===== src/rtl/gated_upcount.sv =====
module gated_upcount #(
  parameter int W = 8
) (
  input  logic         clk,
  input  logic         clr,
  input  logic         force_run,
  input  logic         gate_a,
  input  logic         gate_b,
  output logic [W-1:0] value,
  output logic [W-1:0] value_n
);

  logic gate_ok;
  logic step;
  logic gate_q;

  assign gate_ok = ~(gate_a ^ gate_b);
  assign step    = gate_ok | force_run;

  always_ff @(posedge clk or posedge clr) begin
    if (clr) begin
      gate_q <= 1'b1;
      value  <= '0;
    end else begin
      gate_q <= gate_ok;
      if (step) value <= value + 1'b1;
    end
  end

  assign value_n = ~value;


  clr_zero_chk: assert property (@(posedge clk) clr |-> (value == '0));


  hold_chk: assert property (@(posedge clk) disable iff (clr)
    ((gate_a ^ gate_b) && !force_run) |=> (value == $past(value)));


  advance_chk: assert property (@(posedge clk) disable iff (clr)
    ((gate_a == gate_b) || force_run) |=> (value == W'($past(value) + 1'b1)));


  wrap_chk: assert property (@(posedge clk) disable iff (clr)
    ((value == {W{1'b1}}) && ((gate_a == gate_b) || force_run)) |=> (value == '0));


  moved_only_when_allowed_chk: assert property (@(posedge clk) disable iff (clr)
    (value != $past(value)) |-> (gate_q || $past(force_run)));

endmodule


===== config.mk =====
export PLATFORM = sky130hd
export DESIGN_NAME = gated_upcount
export DESIGN_NICKNAME = d
export VERILOG_FILES = /design/src/rtl/gated_upcount.sv
export SDC_FILE = /design/constraint.sdc
export NUM_CORES = 1
export LEC_CHECK = 0
export ABC_AREA = 0
export BUFFER_PORTS_ARGS = -buffer_cell sky130_fd_sc_hd__buf_2
export CAP_MARGIN = 25
export CORE_AREA = 2 2 39 41
export DETAILED_ROUTE_END_ITERATION = 8
export DIE_AREA = 0 0 41 43
export HOLD_SLACK_MARGIN = 0.12
export PLACE_DENSITY_LB_ADDON = 0.15
export REMOVE_ABC_BUFFERS = 1
export SLEW_MARGIN = 20
export SYNTH_ARGS = -nofsm -noshare
export SYNTH_HDL_FRONTEND = slang
export SYNTH_SLANG_ARGS = --single-unit

===== constraint.sdc =====
create_clock -name clk -period 1.5 [get_ports clk]
set_input_delay 0.225 -clock clk [delete_from_list [all_inputs] [get_ports clk]]
set_output_delay 0.225 -clock clk [all_outputs]
set_load 0.01 [all_outputs]

; ---- Word-level counts from Yosys, hierarchy flattened
; Cells that the tools add are included.
[totals]
inputBits = 5
wordCells = 6
register_bits = 8
output_inout_bits = 16
[op_classes]
n_bitwise = 4
addsub = 1
[ops]
columns = cell, count
row1 = 8-bit by 1-bit adder with 8-bit output (second input constant), 1
row2 = 8-bit inverter, 1
row3 = 1-bit inverter, 1
row4 = 1-bit OR, 1
row5 = 1-bit XOR, 1

; ---- Longest topological paths before layout
[depth]
ltp_word = 3
depth_mapped = 4

; ---- Worst setup path before layout
; Ideal clock, no wire load.
[synth_path]
path_kind = register to register
startpoint = register value[0]
endpoint = register value[6]
n_path_buf = 0
path_stages_with_launch = 5
required_ps = 1420
setup_time_ps = 80
slack_ps = 357
t_arrival_ps = 1063
path_cell_list = dfrtp_1 -> ha_1 -> nand3_1 -> nor3_1 -> xnor2_1
[synth_between]
elab_chain_len = 1
[synth_rtl]
columns = element, line
row1 = from (decl), 9  ; output logic [W-1:0] value,
row2 = from (signal assigned), 26  ; if (step) value <= value + 1'b1;
row3 = 8-bit by 1-bit adder with 8-bit output, 26
; Every way passes these cells.
; A chain may end at the register's enable or synchronous reset.

; ---- Final worst setup path
; Ends and elaborated chain as after synthesis.

==> results_dict.tcl <==
set metrics [dict create \
    drt-initial-drc-count 3 \
    grt-ovfl-total 0 \
    yosys_warnings 0 \
    critPathTopFamily "flip-flops" \
    cts_setup_buffers 0 \
    vias_per_cell 4.165 \
    largest_register "value" \
    htree_levels 1 \
    worstSkewPairLatency_ps 250 \
    synth-seq-cells 8 \
    slowest_delay_ps 460 \
    die_h_um 43 \
    worst_pin_slew_ps 322.2 \
    ctsResizeCount 0 \
    end_kind "flop" \
    crit_chain "ha_1 -> nand3_1 -> nor3_1 -> xnor2_1" \
    fin_area_um2 578.1 \
    hold_violations 0 \
    p_per_area_mw_per_mm2 2188 \
    yosysSeqAreaShare 0.4706 \
    postCtsHoldBufs 1 \
    fin_nets 71 \
    min-delay-path-class "in2reg" \
    fin_crit_sh 0.7841 \
    synth-async-reset-ratio 1.000 \
    synth_top_cells_by_count "inv_1 (9), dfrtp_1 (8), xnor2_1 (7)" \
    finalPower_w 0.001265 \
    cts.clk_slew.worst_paths_ps 60 \
    synth_area_leaders "dfrtp_1 (47%), xnor2_1 (14%), inv_1 (7.9%), nor4_4 (5.0%), nand3_4 (4.1%)" \
    wl_per_cell_um 9.532 \
    io_pins 21 \
    ant_nets 0 \
    antenna_found_initial 0 \
    cts_root_buf "clkbuf_4" \
    rows 14 \
    final_cell_count_no_fill 79 \
    cp.arrival_ps 1350 \
    num_vias 329 \
    dp_cells 75 \
    cp_max_fo 5 \
    reg_top3 "value (8)" \
    grt_usage 0.09818 \
    dpl_cell_area_um2 545.5 \
    avgSynthCellArea_um2 10.91 \
    path_buf_inv 0 \
    dp_slack_ps 316.1 \
    cts_sinks 8 \
    vdd_ir_drop_max_uv 898.4 \
    routed_wl_um 753 \
    drive_above_1_share 0.4444 \
    min_period_ps 1176 \
    finalSetupTns_ps 0 \
    fp.dieArea_mm2 0.001763 \
    synth-main-ff-cell "dfrtp_1" \
    cpMaxStageDelayCell "dfrtp_1" \
    syn_area_um2 425.4 \
    grt_setup_unrepaired "no" \
    cts_tree "done" \
    largest_reg_flops 8 \
    synthCells 39 \
    clock_path_buffers 2 \
    status "completed" \
    grt_start_max_net_pins 9 \
    finClkSkew_ps 0.5930 \
    maxCapViolCount 0 \
    crit_type "reg2reg" \
    synth.most_common_cell "inv_1" \
    cp-start-kind "flop" \
    p_leak_nw 0.2851 \
    synth_top_cell_area_share 0.4706 \
    hpwlAfterDp_um 586.5 \
    grt_pass1_wl_mm 1.186 \
    dieWidth_um 41 \
    finalSetupViolCount 0 \
    drc 0 \
    setup_slack_ps 323.9 \
    synth_area_leader_cell "dfrtp_1" \
    synth_edf_count 0 \
    cts-buffers-inserted 3 \
    area_delta_synth_final_pct 35.88 \
    grt_pass1_vias 301 \
    yosysUniqueCellTypes 14 \
    num_antenna_cells 0 \
    port_buffers 20 \
    start_util 0.3074 \
    fmax_mhz 850.3 \
    max_slew_margin 0.7849 \
    crit_required_ps 1670 \
    drv_slew 0 \
    dr.pass1.iters 2 \
    gp_congestion 0.6445 \
    coreArea_mm2 0.001384 \
]
-- placed cells by master, fill, tap and decap left out --
cell / netlist / routed
clkbuf_4: 0 / 3
nand3_1: 2 / 2
dlygate4sd3_1: 0 / 1
nor2_4: 1 / 1
inv_1: 9 / 9
nand2_1: 2 / 2
nor4_4: 1 / 1
nand3_4: 1 / 1
buf_2: 0 / 20
mux2_2: 1 / 1
o21ai_0: 1 / 1
ha_1: 1 / 1
xnor2_2: 1 / 1
xnor2_1: 7 / 7
dfrtp_1: 8 / 8
nor3_1: 2 / 2
nor2_1: 2 / 2
-- per-layer routing --
layer,vias to the layer above,track usage,share of wire
met5,-,0,0
met4,0,0.04000,0
met3,0,0.03141,0.097
met2,16,0.1344,0.42
met1,146,0.1386,0.48
li1,167,-,-
-- report_power, final --
group          internal, W  leakage, nW  switching, W
sequential        0.000328       0.0964      0.000133
combinational     0.000299        0.175      0.000339
clock            0.0000916       0.0138     0.0000739
total             0.000718        0.285      0.000546
-- tightest hold or removal path: cells and delay by family --
kind | cells | cell delay [ps]
XOR/XNOR | 1 | 120
buffers and inverters | 1 | 110
AND/OR/NAND/NOR | 1 | 70
-- final cells by class --
| cell class | instances | area (µm²) |
|---|---|---|
| Fill cell | 145 | 805.8 |
| Sequential cell | 8 | 200.2 |
| Multi-Input combinational cell | 22 | 191.4 |
| Timing Repair Buffer | 21 | 110.1 |
| Inverter | 9 | 33.78 |
| Clock buffer | 3 | 22.52 |
| Tap cell | 16 | 20.02 |
-- cell families after synthesis --
family / synth area share
and+or+nand+nor: 0.2000
buffers and inverters: 0.07941
xor gates and xnor gates: 0.1824
DFF: 0.4706
AOI/OAI and AO/OA: 0.01175
muxes: 0.02647
adders and majority gates: 0.02941
-- path summary, 6_finish.rpt --
| kind | depth (start not counted) | end | slack [ps] | startpoint |
|---|---|---|---|---|
| setup / recovery | 4 | value[6] | 320 | value[0] |
| hold / removal | 3 | value[0] | 310 | force_run |
| setup reg to reg | 4 | value[6] | 320 | value[0] |
| hold reg to reg | 2 | value[7] | 550 | value[7] |
| max in group asynchronous | 3 | value[3] | 800 | clr |
| min in group asynchronous | 3 | value[7] | 470 | clr |
-- through the flow --
| stage | hold WS, ps | util |
|---|---|---|
| floorplan | 40.66 | - |
| global placement | 195.2 | 0.3942 |
| detailed placement | 196.6 | 0.3942 |
| CTS | 306.2 | 0.4177 |
| global route | 319.2 | 0.4177 |
| finish | 305.7 | 0.4177 |
Note: power is estimated with default switching activity, not from simulation.
